--- src/rtl/nvm_pkg.sv ---
package nvm_pkg;
  typedef enum logic [1:0] {
    OP_NONE = 2'd0,
    OP_PAGE = 2'd1,
    OP_MASS = 2'd2,
    OP_PROG = 2'd3
  } op_e;

  // register select (bus_addr[3:2])
  localparam logic [1:0] REG_ADDR  = 2'd0;
  localparam logic [1:0] REG_WDATA = 2'd1;
  localparam logic [1:0] REG_CMD   = 2'd2;
  localparam logic [1:0] REG_STAT  = 2'd3;

  // command bits
  localparam int CMD_PAGE = 0;
  localparam int CMD_MASS = 1;
  localparam int CMD_CLR  = 3;

  // status bits
  localparam int ST_WDR  = 0;
  localparam int ST_BUSY = 1;
  localparam int ST_INV  = 2;
  localparam int ST_ERR  = 3;
endpackage

--- src/rtl/nvm_addr_map.sv ---
module nvm_addr_map #(
  parameter logic [31:0] MAIN_BASE  = 32'h0000_0000,
  parameter logic [31:0] INFO_BASE  = 32'h0FE0_0000,
  parameter int          PAGE_WORDS = 4,
  parameter int          MAIN_PAGES = 4,
  parameter int          INFO_PAGES = 1,
  parameter int          IDXW       = 5
) (
  input  logic [31:0]     addr,
  output logic            hit,
  output logic [IDXW-1:0] idx
);
  localparam int MAIN_WORDS = PAGE_WORDS * MAIN_PAGES;
  localparam int INFO_WORDS = PAGE_WORDS * INFO_PAGES;
  localparam int MAIN_BYTES = MAIN_WORDS * 4;
  localparam int INFO_BYTES = INFO_WORDS * 4;

  logic [32:0] moff;
  logic [32:0] ioff;
  logic        in_main;
  logic        in_info;

  always_comb begin
    moff    = {1'b0, addr} - {1'b0, MAIN_BASE};
    ioff    = {1'b0, addr} - {1'b0, INFO_BASE};
    in_main = !moff[32] && (moff < 33'(MAIN_BYTES));
    in_info = !ioff[32] && (ioff < 33'(INFO_BYTES));
    hit     = in_main || in_info;
    if (in_main) begin
      idx = moff[IDXW+1:2];
    end else if (in_info) begin
      idx = IDXW'(MAIN_WORDS) + ioff[IDXW+1:2];
    end else begin
      idx = '0;
    end
  end
endmodule

--- src/rtl/nvm_ctrl.sv ---
module nvm_ctrl
  import nvm_pkg::*;
#(
  parameter int PROG_CYC  = 3,
  parameter int ERASE_CYC = 8,
  parameter int MASS_CYC  = 10,
  parameter int IDXW      = 5
) (
  input  logic            clk,
  input  logic            rst_n,
  input  logic            clk_en,
  input  logic            bus_wr,
  input  logic [1:0]      bus_sel,
  input  logic [31:0]     bus_wdata,
  output logic [31:0]     bus_rdata,
  output logic [31:0]     cur_addr,
  input  logic            cur_hit,
  input  logic [IDXW-1:0] cur_idx,
  output logic            st_busy,
  output logic            st_wdr,
  output logic            st_inv,
  output logic            st_err,
  output logic            done,
  output op_e             done_op,
  output logic [IDXW-1:0] done_idx,
  output logic [31:0]     done_data
);
  localparam int MAX_AB = (PROG_CYC > ERASE_CYC) ? PROG_CYC : ERASE_CYC;
  localparam int MAXC   = (MAX_AB > MASS_CYC) ? MAX_AB : MASS_CYC;
  localparam int CW     = $clog2(MAXC + 1);

  logic [31:0]     addr_q, addr_n;
  logic [31:0]     data_q, data_n;
  logic [IDXW-1:0] idx_q, idx_n;
  logic [CW-1:0]   cnt_q, cnt_n;
  op_e             op_q, op_n;
  logic            busy_q, busy_n;
  logic            wdr_q, wdr_n;
  logic            inv_q, inv_n;
  logic            err_q, err_n;
  logic            wr_en;
  logic            finish;

  assign wr_en  = bus_wr && clk_en;
  assign finish = busy_q && (cnt_q == '0);

  always_comb begin
    addr_n = addr_q;
    data_n = data_q;
    idx_n  = idx_q;
    cnt_n  = cnt_q;
    op_n   = op_q;
    busy_n = busy_q;
    wdr_n  = wdr_q;
    inv_n  = inv_q;
    err_n  = err_q;
    if (busy_q) begin
      if (finish) begin
        busy_n = 1'b0;
        op_n   = OP_NONE;
        if (op_q == OP_PROG) begin
          addr_n = addr_q + 32'd4;
          wdr_n  = 1'b1;
        end
      end else begin
        cnt_n = cnt_q - 1'b1;
      end
      if (wr_en && (bus_sel != REG_STAT)) begin
        err_n = 1'b1;
      end
    end else if (wr_en) begin
      case (bus_sel)
        REG_ADDR: addr_n = {bus_wdata[31:2], 2'b00};
        REG_WDATA: begin
          if (cur_hit) begin
            busy_n = 1'b1;
            op_n   = OP_PROG;
            cnt_n  = CW'(PROG_CYC - 1);
            data_n = bus_wdata;
            idx_n  = cur_idx;
            wdr_n  = 1'b0;
          end else begin
            inv_n = 1'b1;
          end
        end
        REG_CMD: begin
          if (bus_wdata[CMD_CLR]) begin
            err_n = 1'b0;
            inv_n = 1'b0;
          end
          if (bus_wdata[CMD_MASS]) begin
            busy_n = 1'b1;
            op_n   = OP_MASS;
            cnt_n  = CW'(MASS_CYC - 1);
          end else if (bus_wdata[CMD_PAGE]) begin
            if (cur_hit) begin
              busy_n = 1'b1;
              op_n   = OP_PAGE;
              cnt_n  = CW'(ERASE_CYC - 1);
              idx_n  = cur_idx;
            end else begin
              inv_n = 1'b1;
            end
          end
        end
        default: ;
      endcase
    end
  end

  always_ff @(posedge clk or negedge rst_n) begin
    if (!rst_n) begin
      addr_q <= '0;
      data_q <= '0;
      idx_q  <= '0;
      cnt_q  <= '0;
      op_q   <= OP_NONE;
      busy_q <= 1'b0;
      wdr_q  <= 1'b1;
      inv_q  <= 1'b0;
      err_q  <= 1'b0;
    end else begin
      addr_q <= addr_n;
      data_q <= data_n;
      idx_q  <= idx_n;
      cnt_q  <= cnt_n;
      op_q   <= op_n;
      busy_q <= busy_n;
      wdr_q  <= wdr_n;
      inv_q  <= inv_n;
      err_q  <= err_n;
    end
  end

  always_comb begin
    case (bus_sel)
      REG_ADDR: bus_rdata = addr_q;
      REG_STAT: bus_rdata = {28'd0, err_q, inv_q, busy_q, wdr_q};
      default:  bus_rdata = '0;
    endcase
  end

  assign cur_addr  = addr_q;
  assign st_busy   = busy_q;
  assign st_wdr    = wdr_q;
  assign st_inv    = inv_q;
  assign st_err    = err_q;
  assign done      = finish;
  assign done_op   = op_q;
  assign done_idx  = idx_q;
  assign done_data = data_q;
endmodule

--- src/rtl/nvm_array.sv ---
module nvm_array
  import nvm_pkg::*;
#(
  parameter int PAGE_WORDS = 4,
  parameter int MAIN_PAGES = 4,
  parameter int INFO_PAGES = 1,
  parameter int IDXW       = 5
) (
  input  logic            clk,
  input  logic            rst_n,
  input  logic            upd,
  input  op_e             upd_op,
  input  logic [IDXW-1:0] upd_idx,
  input  logic [31:0]     upd_data,
  input  logic            rd_hit,
  input  logic [IDXW-1:0] rd_idx,
  output logic [31:0]     rd_data
);
  localparam int MAIN_WORDS = PAGE_WORDS * MAIN_PAGES;
  localparam int TOTAL      = PAGE_WORDS * (MAIN_PAGES + INFO_PAGES);
  localparam int PGB        = $clog2(PAGE_WORDS);

  logic [31:0] rd_vec [TOTAL];

  for (genvar w = 0; w < TOTAL; w++) begin : g_word
    localparam bit IN_MAIN = (w < MAIN_WORDS);
    logic [31:0] word_q, word_n;
    logic        mass_hit;

    if (IN_MAIN) begin : g_main
      assign mass_hit = 1'b1;
    end else begin : g_info
      assign mass_hit = 1'b0;
    end

    always_comb begin
      word_n = word_q;
      case (upd_op)
        OP_PROG: if (upd_idx == IDXW'(w)) word_n = word_q & upd_data;
        OP_PAGE: if ((upd_idx >> PGB) == (IDXW'(w) >> PGB)) word_n = '1;
        OP_MASS: if (mass_hit) word_n = '1;
        default: ;
      endcase
    end

    always_ff @(posedge clk or negedge rst_n) begin
      if (!rst_n) begin
        word_q <= '1;
      end else if (upd) begin
        word_q <= word_n;
      end
    end

    assign rd_vec[w] = word_q;
  end

  assign rd_data = rd_hit ? rd_vec[rd_idx] : '0;
endmodule

--- src/rtl/nvm_flash_ctrl.sv ---
module nvm_flash_ctrl
  import nvm_pkg::*;
#(
  parameter logic [31:0] MAIN_BASE  = 32'h0000_0000,
  parameter logic [31:0] INFO_BASE  = 32'h0FE0_0000,
  parameter int          PAGE_WORDS = 4,
  parameter int          MAIN_PAGES = 4,
  parameter int          INFO_PAGES = 1,
  parameter int          PROG_CYC   = 3,
  parameter int          ERASE_CYC  = 8,
  parameter int          MASS_CYC   = 10
) (
  input  logic        clk,
  input  logic        rst_n,
  input  logic        clk_en,
  input  logic        bus_wr,
  input  logic [3:0]  bus_addr,
  input  logic [31:0] bus_wdata,
  output logic [31:0] bus_rdata,
  input  logic [31:0] rd_addr,
  output logic [31:0] rd_data
);
  localparam int TOTAL = PAGE_WORDS * (MAIN_PAGES + INFO_PAGES);
  localparam int IDXW  = $clog2(TOTAL);

  logic [1:0]      rs_q;
  logic            rst_sync_n;
  logic [31:0]     cur_addr;
  logic            cur_hit;
  logic [IDXW-1:0] cur_idx;
  logic            rd_hit;
  logic [IDXW-1:0] rd_idx;
  logic            st_busy, st_wdr, st_inv, st_err;
  logic            done;
  op_e             done_op;
  logic [IDXW-1:0] done_idx;
  logic [31:0]     done_data;
  logic            unused_lo;

  assign unused_lo = ^bus_addr[1:0];

  always_ff @(posedge clk or negedge rst_n) begin
    if (!rst_n) rs_q <= 2'b00;
    else        rs_q <= {rs_q[0], 1'b1};
  end
  assign rst_sync_n = rs_q[1];

  nvm_addr_map #(
    .MAIN_BASE(MAIN_BASE), .INFO_BASE(INFO_BASE), .PAGE_WORDS(PAGE_WORDS),
    .MAIN_PAGES(MAIN_PAGES), .INFO_PAGES(INFO_PAGES), .IDXW(IDXW)
  ) u_map_cur (.addr(cur_addr), .hit(cur_hit), .idx(cur_idx));

  nvm_addr_map #(
    .MAIN_BASE(MAIN_BASE), .INFO_BASE(INFO_BASE), .PAGE_WORDS(PAGE_WORDS),
    .MAIN_PAGES(MAIN_PAGES), .INFO_PAGES(INFO_PAGES), .IDXW(IDXW)
  ) u_map_rd (.addr(rd_addr), .hit(rd_hit), .idx(rd_idx));

  nvm_ctrl #(
    .PROG_CYC(PROG_CYC), .ERASE_CYC(ERASE_CYC), .MASS_CYC(MASS_CYC), .IDXW(IDXW)
  ) u_ctrl (
    .clk(clk), .rst_n(rst_sync_n), .clk_en(clk_en), .bus_wr(bus_wr),
    .bus_sel(bus_addr[3:2]), .bus_wdata(bus_wdata), .bus_rdata(bus_rdata),
    .cur_addr(cur_addr), .cur_hit(cur_hit), .cur_idx(cur_idx),
    .st_busy(st_busy), .st_wdr(st_wdr), .st_inv(st_inv), .st_err(st_err),
    .done(done), .done_op(done_op), .done_idx(done_idx), .done_data(done_data)
  );

  nvm_array #(
    .PAGE_WORDS(PAGE_WORDS), .MAIN_PAGES(MAIN_PAGES), .INFO_PAGES(INFO_PAGES),
    .IDXW(IDXW)
  ) u_array (
    .clk(clk), .rst_n(rst_sync_n), .upd(done), .upd_op(done_op),
    .upd_idx(done_idx), .upd_data(done_data), .rd_hit(rd_hit),
    .rd_idx(rd_idx), .rd_data(rd_data)
  );
endmodule

--- config.mk ---
export PLATFORM = sky130hd
export DESIGN_NAME = nvm_flash_ctrl
export DESIGN_NICKNAME = d
export VERILOG_FILES = /design/src/rtl/nvm_pkg.sv /design/src/rtl/nvm_addr_map.sv /design/src/rtl/nvm_ctrl.sv /design/src/rtl/nvm_array.sv /design/src/rtl/nvm_flash_ctrl.sv
export SDC_FILE = /design/constraint.sdc
export NUM_CORES = 2
export LEC_CHECK = 0
export BUFFER_PORTS_ARGS = -buffer_cell sky130_fd_sc_hd__buf_2
export CAP_MARGIN = 10
export CELL_PAD_IN_SITES_DETAIL_PLACEMENT = 1
export CELL_PAD_IN_SITES_GLOBAL_PLACEMENT = 2
export CORE_MARGIN = 2
export CORE_UTILIZATION = 30
export CTS_BUF_LIST = sky130_fd_sc_hd__clkbuf_4
export CTS_CLUSTER_SIZE = 25
export DETAILED_ROUTE_END_ITERATION = 12
export PLACE_DENSITY = 0.73
export SYNTH_ARGS = -nofsm -noshare
export SYNTH_HDL_FRONTEND = slang
export SYNTH_SLANG_ARGS = --single-unit
--- constraint.sdc ---
create_clock -name clk -period 62 [get_ports clk]
set_clock_uncertainty 0.05 [all_clocks]
set_input_delay 9.3 -clock clk [delete_from_list [all_inputs] [get_ports clk]]
set_output_delay 9.3 -clock clk [all_outputs]
set_load 0.02 [all_outputs]
## Word-level counts from Yosys, hierarchy flattened

Cells that the tools add are included.

| operators by class | value |
|---|---|
| multiplexer cells | 103 |
| add/subtract/negate cells | 6 |
| bitwise operators | 22 |
| eq/ne operators | 65 |
| reduce and logical (&&, ||, !) cells | 51 |
| $lt $le $gt $ge | 5 |

Operators by type and width:

| cell | count |
|---|---|
| 32-bit one-hot mux with 3 select lines | 16 |
| 32-bit two-way mux | 33 |
| 32-bit bitwise AND | 20 |
| 32-bit one-hot mux with 2 select lines | 5 |
| 32-bit binary-select mux with 5-bit select | 1 |
| 4-bit AND reduction | 24 |
| 33-bit by 5-bit less-than comparator with 1-bit output (second input constant) | 2 |
| 32-bit by 28-bit subtractor with 33-bit output (second input constant) | 2 |
| 32-bit by 7-bit less-than comparator with 1-bit output (second input constant) | 2 |
| 2-bit by 1-bit != test with 1-bit output (second input constant) | 25 |
| 5-bit by 4-bit == test with 1-bit output (second input constant) | 8 |
| 5-bit two-way mux | 7 |
| 32-bit by 3-bit adder with 32-bit output (second input constant) | 1 |
| 4-bit two-way mux | 7 |
| 1-bit two-way mux | 22 |
| 5-bit by 3-bit == test with 1-bit output (second input constant) | 4 |
| 5-bit == test (second input constant) | 4 |
| 2-bit != test (second input constant) | 8 |
| 2-bit nonzero test | 8 |
| 2-bit two-way mux | 7 |
| 6-bit AND reduction | 2 |
| 5-bit adder (first input constant) | 2 |
| 5-bit by 2-bit == test with 1-bit output (second input constant) | 2 |
| 5-bit zero test | 2 |
| 23 further kinds | 38 |

| storage, ports and cells | value |
|---|---|
| bits of input ports | 72 |
| word-level logic and storage cells | 282 |
| bits in registers | 721 |
| output and inout bits | 64 |

## Longest topological paths before layout

| depth | value |
|---|---|
| depth after elaboration | 10 |
| mapped depth | 10 |
| mapped depth without buffers | 8 |

## Cells and area by module

A second synthesis with hierarchy kept.

| unflattened totals | value |
|---|---|
| cells, all modules | 3536 |
| area, all modules | 36802.8 um^2 |

By module, submodules not included:

| module | cells each | seq. area each (um^2) | instances | area an instance (um^2) |
|---|---|---|---|---|
| nvm_array | 3050 | 16816.1 | 1 | 32195.9 |
| nvm_ctrl | 437 | 1928.1 | 1 | 4285.4 |
| nvm_addr_map | 23 | 0.0 | 2 | 133.9 |
| nvm_flash_ctrl | 3 | 50.0 | 1 | 53.8 |

## Worst setup path after synthesis

Ideal clock, no wire load.

| timing | value |
|---|---|
| path type | input to output |
| start point | input rd_addr[25] |
| end point | output rd_data[0] |
| slack | 40912 ps |
| data arrival time | 11738 ps |
| buffers on the path | 1 |
| required time | 52650 ps |
| stages | 7 |
| cell sequence | or4_1 or4_4 a211oi_2 and3_1 buf_2 a211oi_1 o31ai_1 |

| on the way | value |
|---|---|
| longest elaborated chain between the ends | 10 |
| elaborated cells on any way between the ends | 13 |
| those cells by class | add/sub: 1; order compare: 2; mux: 6; bitwise: 1; reduce/logical: 3 |

Ends and longest elaborated chain:

| what | RTL line | RTL |
|---|---|---|
| start: declaration | nvm_flash_ctrl.sv:20 | `input logic [31:0] rd_addr,` |
| 32-bit by 28-bit subtractor with 33-bit output | nvm_addr_map.sv:25 | `ioff = {1'b0, addr} - {1'b0, INFO_BASE};` |
| 33-bit by 5-bit less-than comparator with 1-bit output / 1-bit zero test (equally long branches) | nvm_addr_map.sv:27 | `in_info = !ioff[32] && (ioff < 33'(INFO_BYTES));` |
| 1-bit logical AND | nvm_addr_map.sv:27 |  |
| 5-bit two-way mux | nvm_addr_map.sv:31 | `end else if (in_info) begin` |
| 5-bit two-way mux | nvm_addr_map.sv:29 | `if (in_main) begin` |
| 5-bit inverter with 6-bit output (not written as such) | nvm_array.sv:57 | `assign rd_data = rd_hit ? rd_vec[rd_idx] : '0;` |
| 32-bit binary-select mux with 5-bit select | nvm_array.sv:57 |  |
| 32-bit two-way mux (not written as such) (2 in a row) | nvm_array.sv:57 |  |
| 32-bit two-way mux (*) | nvm_array.sv:57 |  |
| end: declaration | nvm_flash_ctrl.sv:21 | `output logic [31:0] rd_data` |

Mark *: on every way between the ends. The rest lies on a longest branch, timed or not. The select of a mux whose other input is x is not followed.

## Final worst setup path

| timing | value |
|---|---|
| start point | input rd_addr[4] |
| end point | output rd_data[11] |

Same word-level chain as after synthesis.

==> results.sh <==
export IMPL_regArea_mm2=0.0188
export IMPL_synth_area_leader_cell="dfstp_2"
export IMPL_min_path_type="reg -> reg"
export IMPL_setup_violations=0
export IMPL_finalMaxSlewViolations=0
export IMPL_comb_power_share_pct=18.8
export IMPL_rsz0062_at_grt="no"
export IMPL_area_growth_synth_to_final_pct=13.4
export IMPL_syn_inst=3407
export IMPL_synthDistinctLibCells=62
export IMPL_wl_um=116000
export IMPL_finalNetCount=3565
export IMPL_status="finished clean"
export IMPL_drt_first_pass_iters=5
export IMPL_cp_end_kind="primary output"
export IMPL_start_kind="input port"
export IMPL_p_seq_share_pct=51.5
export IMPL_ys_seq_area_share_pct=55.7
export IMPL_timing_final_ws_setup_ns=39.24
export IMPL_grt_max_degree=158
export IMPL_grt_overflow_total=0
export IMPL_die_y_um=339
export IMPL_cts_resized=0
export IMPL_whs_endpoint="rs_q[1]"
export IMPL_worstHoldStart="rs_q[0]"
export IMPL_yosysMostFrequentCell="nand2_1"
export IMPL_grt_pass1_vias=28900
export IMPL_synth_edf_count=0
export IMPL_synthFlopType="dfstp_2"
export IMPL_io_buffers=131
export IMPL_dp_slack_ns=39.29
export IMPL_tns_ns=0
export IMPL_fp_row_count=123
export IMPL_cts_buffer_depth=3
export IMPL_clk_pin_slew_worst_paths_ns=0.06
export IMPL_worstPathRequired_ns=52.65
export IMPL_reg2reg_depth=8
export IMPL_hold_viol=0
export IMPL_hold_depth=0
export IMPL_wl_per_cell_um=22.6
export IMPL_clk_latency_ns=1.06
export IMPL_power_density_mw_per_mm2=38.8
export IMPL_synthesis_area_mm2=0.0337
export IMPL_antenna_found_initial=5
export IMPL_synth_top_cell_area_share_pct=49.9
export IMPL_irDropWorstVdd_mv=0.0181
export IMPL_fp_dieW_um=339
export IMPL_crit_arrival_ns=13.41
export IMPL_rrSetupSlack_ns=58.31
export IMPL_max_slew_margin_pct=19.5
export IMPL_synth_seq_cells=719
export IMPL_reg2reg_from="u_ctrl.st_busy"
export IMPL_fin_hold_ws_ns=0.301
export IMPL_htreeDepth=4
export IMPL_start_util_pct=30.1
export IMPL_worstMarginPinSlew_ns=1.21
export IMPL_p_int_w=0.00103
export IMPL_p_leak_nw=18.0
export IMPL_max_freq_mhz=43.9
export IMPL_clock_power_share_pct=29.7
export IMPL_drtIter0Drc=1520
export IMPL_cts_root_buf="clkbuf_4"
export IMPL_switchingPower_w=0.000455
export IMPL_totalPowerFinal_w=0.00148
export IMPL_cts_tree="built"
export IMPL_hold_buffers=0
export IMPL_grt_pass1_wl_um=180000
export IMPL_syn_area_per_cell_um2=9.90
export IMPL_num_io_pins=136
export IMPL_multi_input_area_mm2=0.0138
export IMPL_viasPerCell=5.27
export IMPL_maxCapViolations=0
export IMPL_crit_type="in -> out"
export IMPL_critical_path_max_fanout=35
export IMPL_drc=0
export IMPL_gp_congestion=0.773
export IMPL_r2r_end="u_array.g_word[2].word_q[11]"
export IMPL_swShare_pct=30.7
export IMPL_cts_sinks=719
export IMPL_synth_common_cells="nand2_1, o21ai_0, dfstp_2, clkbuf_1, nor2_1"
export IMPL_vias=27100
export IMPL_track_usage_pct=20.2
export IMPL_n_fill_cell=12900
export IMPL_dieArea_mm2=0.115
export IMPL_synth_area_leaders="dfstp_2, o21ai_0, nand2_1, dfrtp_1, mux2i_1"
export IMPL_fin_crit_sh_pct=36.7
export IMPL_drive_above_1_share_pct=37.7
export IMPL_hpwl_um=67500
export IMPL_stdcell_area_mm2=0.0383
export IMPL_detail_route_antenna_nets=0
export IMPL_period_minus_slack_ns=22.76
export IMPL_async_reset_ff_share_pct=100
export IMPL_numCtsBuffers=203
export IMPL_core_mm2=0.112
export IMPL_post_cts_setup_buffer_count=0
export IMPL_syn_num_nets=3489
export IMPL_yosys_warnings=0
export IMPL_dpl_cell_area_mm2=0.0357
-- worst max-delay path, stage by stage --
cell and delay (ns):
buf_2 0.10, buf_4 0.22, or2_2 0.38, or4_1 0.69, a211oi_4 0.26, buf_4 0.63
and3_1 0.26, buf_4 0.40, a211oi_1 0.22, o31ai_2 0.59, buf_2 0.29
-- layout by cell type (no fill, tap or decap), types with 6 or more instances in the layout --
| cell type | n |
|---|---|
| mux2i_1 | 126 |
| nor2_1 | 127 |
| or2_2 | 20 |
| mux4_2 | 37 |
| o21ai_0 | 706 |
| o21ai_2 | 12 |
| o31ai_1 | 8 |
| a211oi_1 | 30 |
| mux2_2 | 69 |
| o31ai_2 | 26 |
| a2bb2oi_1 | 11 |
| clkinvlp_4 | 6 |
| nand2_1 | 728 |
| clkbuf_4 | 306 |
| buf_2 | 129 |
| ha_1 | 10 |
| dfrtp_1 | 76 |
| nand4_1 | 9 |
| o221ai_1 | 31 |
| inv_1 | 18 |
| o22ai_1 | 44 |
| nand3_1 | 21 |
| o21a_1 | 33 |
| buf_4 | 55 |
| nor4_1 | 12 |
| and2_1 | 32 |
| dfstp_2 | 641 |
| nor3_1 | 38 |
| a2bb2oi_2 | 26 |
| clkinv_1 | 29 |
| and3_1 | 9 |
| a21oi_1 | 115 |
-- cell type report --
class,instances,share of cell area (%)
Antenna cell,2,0.0131
Clock buffer,306,6.00
Clock inverter,45,0.684
Inverter,18,0.177
Multi-Input combinational cell,2353,36.1
Sequential cell,719,49.1
Tap cell,1500,4.91
Timing Repair Buffer,188,2.94
-- sequential cells by signal, indices dropped and copies added (netlist names) --
register	flops
u_ctrl.done_idx	5
u_ctrl.done_op	2
u_ctrl.cur_addr	30
u_ctrl.done_data	32
u_ctrl.st_err	1
u_ctrl.cnt_q	4
u_ctrl.st_wdr	1
u_ctrl.st_busy	1
rs_q	2
u_ctrl.st_inv	1
u_array.g_word.word_q	640
-- metrics by stage --
stage / util [%] / instances
floorplan: - / 3407
global placement: 31.9 / 4778
detailed placement: 31.9 / 4778
CTS: 34.1 / 5129
global route: 34.1 / 5130
finish: 34.1 / 5131
-- routing by layer --
metal / wire length [um] / GRT usage [%] / up-vias
li1: - / - / 12100
met1: 55300 / 28.2 / 14100
met2: 52900 / 31.5 / 674
met3: 5550 / 3.79 / 165
met4: 2300 / 6.28 / 2
met5: 10 / 0 / -
-- kinds of logic after synthesis --
group	synth area share (%)
buf+inv	3.88
simple gates	12.6
mux	8.51
flops	55.7
other cells	0.0111
xor+xnor	0.0260
fa+ha+maj	0.371
compound gates	18.9
-- power by group through the flow --
stage / logic [W] / clock network (W) / registers (W)
2_1_floorplan: 0.000218 / 0 / 0.000737
3_3_place_gp: 0.000269 / 0 / 0.000764
3_5_place_dp: 0.000279 / 0 / 0.000769
4_1_cts: 0.000282 / 0.000460 / 0.000763
5_1_grt: 0.000320 / 0.000485 / 0.000783
6_report: 0.000279 / 0.000442 / 0.000764
-- worst max-delay path by stage --
stage | startpoint | end | slack [ns] | cells past startpoint
2_1_floorplan | rd_addr[25] | rd_data[0] | 40.91 | 7
5_1_grt | rd_addr[4] | rd_data[0] | 39.12 | 11
3_5_place_dp | rd_addr[4] | rd_data[0] | 39.29 | 11
3_3_place_gp | rd_addr[4] | rd_data[0] | 39.24 | 11
4_1_cts | rd_addr[4] | rd_data[0] | 39.27 | 11
6_report | rd_addr[4] | rd_data[11] | 39.24 | 11
Note: power is estimated with default switching activity, not from simulation.
